--- config.mk ---
export PLATFORM = sky130hd
export DESIGN_NAME = irq_pend_reg
export DESIGN_NICKNAME = d
export VERILOG_FILES = /design/src/rtl/irq_pend_pkg.sv /design/src/rtl/irq_sync.sv /design/src/rtl/irq_edge_det.sv /design/src/rtl/irq_pend_core.sv /design/src/rtl/irq_pend_reg.sv
export SDC_FILE = /design/constraint.sdc
export NUM_CORES = 1
export LEC_CHECK = 0
export ABC_AREA = 0
export BUFFER_PORTS_ARGS = -buffer_cell sky130_fd_sc_hd__buf_2
export CAP_MARGIN = 20
export CORE_MARGIN = 8
export CORE_UTILIZATION = 42
export DETAILED_ROUTE_END_ITERATION = 6
export PLACE_DENSITY = 0.84
export SLEW_MARGIN = 10
export SYNTH_ARGS = -nofsm -noshare
export SYNTH_HDL_FRONTEND = slang
export SYNTH_SLANG_ARGS = --single-unit
--- constraint.sdc ---
create_clock -name clk_i -period 2.2 [get_ports clk_i]
set_clock_uncertainty 0.1 [all_clocks]
set_input_delay 0.22 -clock clk_i [delete_from_list [all_inputs] [get_ports clk_i]]
set_output_delay 0.22 -clock clk_i [all_outputs]
set_load 0.02 [all_outputs]
--- src/rtl/irq_pend_pkg.sv ---
package irq_pend_pkg;
  typedef enum logic [2:0] {
    KIND_NONE,
    KIND_SW,
    KIND_EDGE,
    KIND_LEVEL,
    KIND_NMI
  } irq_kind_e;

  function automatic irq_kind_e kind_of(input logic sw, input logic edg,
                                        input logic lvl, input logic nmi);
    if (sw)       return KIND_SW;
    else if (edg) return KIND_EDGE;
    else if (lvl) return KIND_LEVEL;
    else if (nmi) return KIND_NMI;
    return KIND_NONE;
  endfunction
endpackage

--- src/rtl/irq_sync.sv ---
module irq_sync #(
  parameter int unsigned WIDTH  = 16,
  parameter int unsigned STAGES = 2
) (
  input  logic             clk_i,
  input  logic             rst_ni,
  input  logic [WIDTH-1:0] async_i,
  output logic [WIDTH-1:0] sync_o
);
  logic [STAGES-1:0][WIDTH-1:0] stage_q;

  for (genvar s = 0; s < STAGES; s++) begin : g_stage
    if (s == 0) begin : g_first
      always_ff @(posedge clk_i or negedge rst_ni)
        if (!rst_ni) stage_q[s] <= '0;
        else         stage_q[s] <= async_i;
    end else begin : g_next
      always_ff @(posedge clk_i or negedge rst_ni)
        if (!rst_ni) stage_q[s] <= '0;
        else         stage_q[s] <= stage_q[s-1];
    end
  end

  assign sync_o = stage_q[STAGES-1];
endmodule

--- src/rtl/irq_edge_det.sv ---
module irq_edge_det #(
  parameter int unsigned WIDTH = 16
) (
  input  logic             clk_i,
  input  logic             rst_ni,
  input  logic [WIDTH-1:0] level_i,
  output logic [WIDTH-1:0] rise_o
);
  logic [WIDTH-1:0] prev_q;

  always_ff @(posedge clk_i or negedge rst_ni)
    if (!rst_ni) prev_q <= '0;
    else         prev_q <= level_i;

  assign rise_o = level_i & ~prev_q;
endmodule

--- src/rtl/irq_pend_core.sv ---
module irq_pend_core
  import irq_pend_pkg::*;
#(
  parameter int unsigned WIDTH = 16,
  parameter logic [WIDTH-1:0] SW_MASK    = '0,
  parameter logic [WIDTH-1:0] EDGE_MASK  = '0,
  parameter logic [WIDTH-1:0] LEVEL_MASK = '0,
  parameter logic [WIDTH-1:0] NMI_MASK   = '0
) (
  input  logic             clk_i,
  input  logic             rst_ni,
  input  logic [WIDTH-1:0] sync_i,
  input  logic [WIDTH-1:0] rise_i,
  input  logic [WIDTH-1:0] set_i,
  input  logic [WIDTH-1:0] clr_i,
  input  logic [WIDTH-1:0] ack_i,
  output logic [WIDTH-1:0] pend_o
);
  logic [WIDTH-1:0] pend_q;

  for (genvar i = 0; i < WIDTH; i++) begin : g_line
    localparam irq_kind_e KIND =
      kind_of(SW_MASK[i], EDGE_MASK[i], LEVEL_MASK[i], NMI_MASK[i]);
    logic nxt;

    // set/raise terms are OR-ed after the drop term so they win
    always_comb begin
      unique case (KIND)
        KIND_SW:    nxt = (pend_q[i] & ~clr_i[i]) | set_i[i];
        KIND_EDGE:  nxt = (pend_q[i] & ~clr_i[i]) | rise_i[i];
        KIND_LEVEL: nxt = sync_i[i];
        KIND_NMI:   nxt = (pend_q[i] & ~ack_i[i]) | rise_i[i];
        default:    nxt = 1'b0;
      endcase
    end

    always_ff @(posedge clk_i or negedge rst_ni)
      if (!rst_ni) pend_q[i] <= 1'b0;
      else         pend_q[i] <= nxt;
  end

  assign pend_o = pend_q;
endmodule

--- src/rtl/irq_pend_reg.sv ---
module irq_pend_reg #(
  parameter int unsigned N_IRQ       = 16,
  parameter int unsigned SYNC_STAGES = 2,
  parameter logic [N_IRQ-1:0] SW_MASK    = 16'h000F,
  parameter logic [N_IRQ-1:0] EDGE_MASK  = 16'h00F0,
  parameter logic [N_IRQ-1:0] LEVEL_MASK = 16'h0F00,
  parameter logic [N_IRQ-1:0] NMI_MASK   = 16'h3000
) (
  input  logic             clk_i,
  input  logic             rst_ni,
  input  logic [N_IRQ-1:0] irq_i,
  input  logic             set_we_i,
  input  logic [N_IRQ-1:0] set_data_i,
  input  logic             clr_we_i,
  input  logic [N_IRQ-1:0] clr_data_i,
  input  logic [N_IRQ-1:0] nmi_ack_i,
  output logic [N_IRQ-1:0] pend_o
);
  localparam logic [N_IRQ-1:0] SET_OK = SW_MASK;
  localparam logic [N_IRQ-1:0] CLR_OK = SW_MASK | EDGE_MASK;
  localparam logic [N_IRQ-1:0] ACK_OK = NMI_MASK;

  logic [N_IRQ-1:0] line_sync, line_rise;
  logic [N_IRQ-1:0] set_eff, clr_eff, ack_eff;

  irq_sync #(.WIDTH(N_IRQ), .STAGES(SYNC_STAGES)) u_sync (
    .clk_i, .rst_ni, .async_i(irq_i), .sync_o(line_sync)
  );

  irq_edge_det #(.WIDTH(N_IRQ)) u_edge (
    .clk_i, .rst_ni, .level_i(line_sync), .rise_o(line_rise)
  );

  assign set_eff = {N_IRQ{set_we_i}} & set_data_i & SET_OK;
  assign clr_eff = {N_IRQ{clr_we_i}} & clr_data_i & CLR_OK;
  assign ack_eff = nmi_ack_i & ACK_OK;

  irq_pend_core #(
    .WIDTH(N_IRQ), .SW_MASK(SW_MASK), .EDGE_MASK(EDGE_MASK),
    .LEVEL_MASK(LEVEL_MASK), .NMI_MASK(NMI_MASK)
  ) u_core (
    .clk_i, .rst_ni,
    .sync_i(line_sync), .rise_i(line_rise),
    .set_i(set_eff), .clr_i(clr_eff), .ack_i(ack_eff),
    .pend_o(pend_o)
  );
endmodule

* Yosys cells after proc, flatten, opt, wreduce, memory -nomap -nowiden
Index checks and enable logic that the tools add are counted.
Storage, ports and cells: word-level logic and storage cells 51, bits in registers 56, output and inout port bits 16
Operators by class: bitwise operators 34
Operators by type and width (number):
- $and A14 B14 Y14 | 1
- $not A14 Y14 | 1
- $and A1 B1 Y1 | 10
- $not A1 Y1 | 10
- $or A1 B1 Y1 | 10
- $and A8 B8 Y8 | 1
- $and A4 B4 Y4 | 1

* Logic depth before layout (Yosys ltp)
word-level depth 4, gate-level depth with buffers 3

* Cells and area by module
Synthesis repeated with hierarchy kept, for this count alone.
Second synthesis, totals: cells, all modules 130, area total of the unflattened synthesis 2102.0 sq um
Modules (own cells, without submodules):
- irq_sync | times used 1, cells each 48, area each 920.9 sq um
- irq_edge_det | times used 1, cells each 32, area each 620.6 sq um
- irq_pend_core | times used 1, cells each 37, area each 481.7 sq um
- irq_pend_reg | times used 1, cells each 13, area each 78.8 sq um

* Least setup slack after synthesis
No wires, ideal clock.
path type flip-flop to flip-flop, start register u_core.pend_q[0] (netlist: u_core.pend_o[0]), end register u_core.pend_q[0] (netlist: u_core.pend_o[0]), slack 1.339 ns, library setup time 0.121 ns, data arrival time 0.640 ns, stages on the path, launching flop included 2, data required time 1.979 ns, path buffers 0, path through dfrtp_1 -> a22o_1
Between the ends: word-level cells in the longest chain between the ends 2
Ends and longest elaborated chain:
- from (decl) | RTL line irq_pend_core.sv:19 | logic [WIDTH-1:0] pend_q;
- from (signal, indexed assignment) | RTL line irq_pend_core.sv:39 | else pend_q[i] <= nxt;
- $and A1 B1 Y1 | RTL line irq_pend_core.sv:29 | KIND_SW: nxt = (pend_q[i] & ~clr_i[i]) | set_i[i];
- $or A1 B1 Y1 | RTL line irq_pend_core.sv:29
- via u_core.g_line[0].nxt | RTL line irq_pend_core.sv:24 | logic nxt;
The timed path passes the listed nets, and every way through them passes these cells.

* Worst setup path in the final report
start register u_core.pend_q[0] (netlist: u_core.pend_o[0]), end output pend_o[0]
RTL lines:
- to (decl) | RTL line irq_pend_reg.sv:17 | output logic [N_IRQ-1:0] pend_o
No word-level cell between the ends.

==> summary.md <==
| Metric | Value |
|---|---|
| Status | `finished clean` |
| Final setup fails | `0` |
| Fin area | `1580 um^2` |
| Congestion Overflow GR | `0` |
| Post-synthesis register bit count | `40` |
| Crit-path max cell delay | `around 400 ps` |
| Data arrival, critical path | `900 ps` |
| FP Rows | `19` |
| Clk Latency, worst-skew pair | `320 ps` |
| Setup ws final | `985 ps` |
| Die Y | `69.5 um` |
| Clock buffer depth | `2` |
| Post-synthesis xor/xnor area fraction | `0%` |
| Pre-CTS setup slack | `1190 ps` |
| Cell Area, Placed | `1400 um^2` |
| Netlist Area Pre-Place | `1200 um^2` |
| Worst reg2reg path depth | `1` |
| Vias per inst | `4.47` |
| Vias in the first global route | `810` |
| Most frequent cells in the layout | `41 x buf_2, 40 x dfrtp_1, 13 x dlygate4sd3_1` |
| Post-layout util | `between 50% and 60%` |
| Reg2reg start | `u_core.pend_o[0]` |
| Cts bufs inserted | `5` |
| Post-route clock period utilization | `55.2%` |
| Setup TNS | `0 ps` |
| Die Wd | `between 60 and 70 um` |
| CP Class | `flop to output pin` |
| HP Class | `input port to flop` |
| CTS Root Cell | `clkbuf_4` |
| Largest family of logic cells by synthesized area | `buffers and inverters` |
| ANT cells | `0` |
| Hold Startpoint | `set_data_i[2]` |
| DR WL/cell | `13.5 um` |
| Core ar. | `2730 um^2` |
| Hold WS | `around 33 ps` |
| Max-Cap Viols | `0` |
| Req. time, crit path | `about 1900 ps` |
| Initial Util | `43.9%` |
| FMAX | `823 MHz` |
| First-pass GRT wire length | `3620 um` |
| CP bufs+invs | `1` |
| Post-route DRC | `0` |
| CTS Sinks | `40` |
| Power Dens Cells | `between 800 and 900 nW/um^2` |
| Clock transition at path regs | `100 ps` |
| Antenna violations before repair | `0` |
| Flop2flop setup slack | `1380 ps` |
| Post-DP HPWL | `1640 um` |
| Post-synthesis sequential area ratio | `83.4%` |
| Worst-path maximum fanout | `2` |
| CP top delay family | `flip-flops` |
| Relative slew slack | `between 40% and 50%` |
| FF-to-FF End | `u_core.pend_o[0]` |
| Final GP Congestion | `0.680` |
| Slew at the pin closest to its max-slew limit | `819 ps` |
| Nets | `197` |
| H-tree levels | `2` |
| Commonest non-fill, non-tap cell in the layout | `buf_2` |
| Top-area cell type share of the netlist area | `83.4%` |
| Port bufs | `41` |
| RSZ-0062 raised after global routing | `no` |
| Hold EP | `u_core.pend_o[2]` |
| Minimum clock period | `around 1200 ps` |
| Mean post-synth cell area | `16.2 um^2` |
| Final WL | `2170 um` |
| Mapped Cells | `74` |
| Maximum vdd ir drop | `0.000691 V` |
| Critical Path Slowest Stage Cell | `dfrtp_1` |
| Crit path capture type | `output pin` |
| Pin count of the biggest net entering global routing | `41` |
| Post-synthesis simple-gate area fraction | `2.50%` |
| Crit-path cells | `buf_2` |
| IO Count | `84` |
| Total Routing Usage GR | `under 10%` |
| Die area | `slightly below 5000 um^2` |
| CTS tree | `done` |
| Area Growth Syn to Fin | `32.0%` |
| Vias post-DR | `719` |
| Final Hold Viols | `0` |
| Synth unique cells | `7` |
| Leak Pwr | `slightly above 0.8 nW` |
| Leading area contributor after synthesis | `dfrtp_1` |
| Post-synthesis mux area share | `0%` |
| Worst hold path stage count | `2` |
| Share of cells above drive strength 1 | `between 30% and 40%` |
| Largest cells by area after synthesis | `dfrtp_1 83%, a22o_1 5.8%, buf_4 4.4%` |
| CP Launch Type | `flop` |
| Final max-slew violation count | `0` |
| Yosys warnings | `0` |
| DRT Pass-1 Iters | `4` |
| Post-CTS Setup Inserts | `0` |
| Iteration-0 DRC Markers | `15` |
| Routed Antenna Nets | `0` |
| Synth Area in Compound Gates | `a little under 7%` |
| Area share of fa/ha/maj cells after synthesis | `0%` |
[flip-flops by register name (all words and copies together), names as in the netlist]
name / count
u_core.pend_o: 10
u_sync.sync_o: 10
u_edge.prev_q: 10
u_sync.stage_q: 10
[cell families (layout without fill, tap and decap cells)]
family,count (synthesis),in the layout
AO/OA/AOI/OAI,10,10
buffers and inverters,15,70
flip-flops,40,40
other,1,2
AND/OR/NAND/NOR,8,8
[layer usage]
metal	track usage [%]	vias up	share of wire [%]	wire length, um
met5	0	-	0	0
met4	7.52	0	3.8	82
met3	3.72	9	5.7	123
met2	17.2	25	60	1290
met1	8.29	346	31	667
li1	-	339	-	-
[power by group]
| part | total, mW | leakage (nW) | switching (mW) | internal, mW |
|---|---|---|---|---|
| combinational | 0.143 | 0.318 | 0.0789 | 0.0640 |
| clock | 0.357 | 0.0326 | 0.199 | 0.158 |
| sequential | 0.802 | 0.464 | 0.0197 | 0.782 |
| total | 1.30 | 0.815 | 0.298 | 1.00 |
[through the flow]
step,cells,power [mW]
2_1_floorplan,75,0.880
3_3_place_gp,140,0.936
3_5_place_dp,140,0.946
4_1_cts,161,1.32
6_report,161,1.30
5_1_grt,161,1.38
[what timing repair did]
action	CTS	global route
hold buffers	13	0
hold endpoints to repair	52	0
resized for setup	0	0
[cell usage after synthesis]
library cell   n
conb_1         1
a22o_1         8
buf_4          7
o22ai_1        2
nand2_1        8
inv_1          8
dfrtp_1       40
[worst max path at each step]
stage / start / to / slack (ps) / cells after the start
after floorplan: u_core.pend_o[0] / u_core.pend_o[0] / 1340 / 1
after global placement: rst_ni / u_core.pend_o[12] / 1230 / 1
after detailed placement: rst_ni / u_core.pend_o[13] / 1190 / 1
after CTS: u_core.pend_o[0] / pend_o[0] / 960 / 1
after global routing: rst_ni / u_core.pend_o[13] / 920 / 2
final: u_core.pend_o[0] / pend_o[0] / 980 / 1
[cell type report]
cell class              instances  area (um^2)
flip-flops and latches         40         1000
fillers                       200         1150
inverters                       8         30.0
clock buffers                   8         58.8
multi-input cells              20          120
repair buffers                 54          335
well taps                      31         38.8
Power figures use the tool's default switching activity.
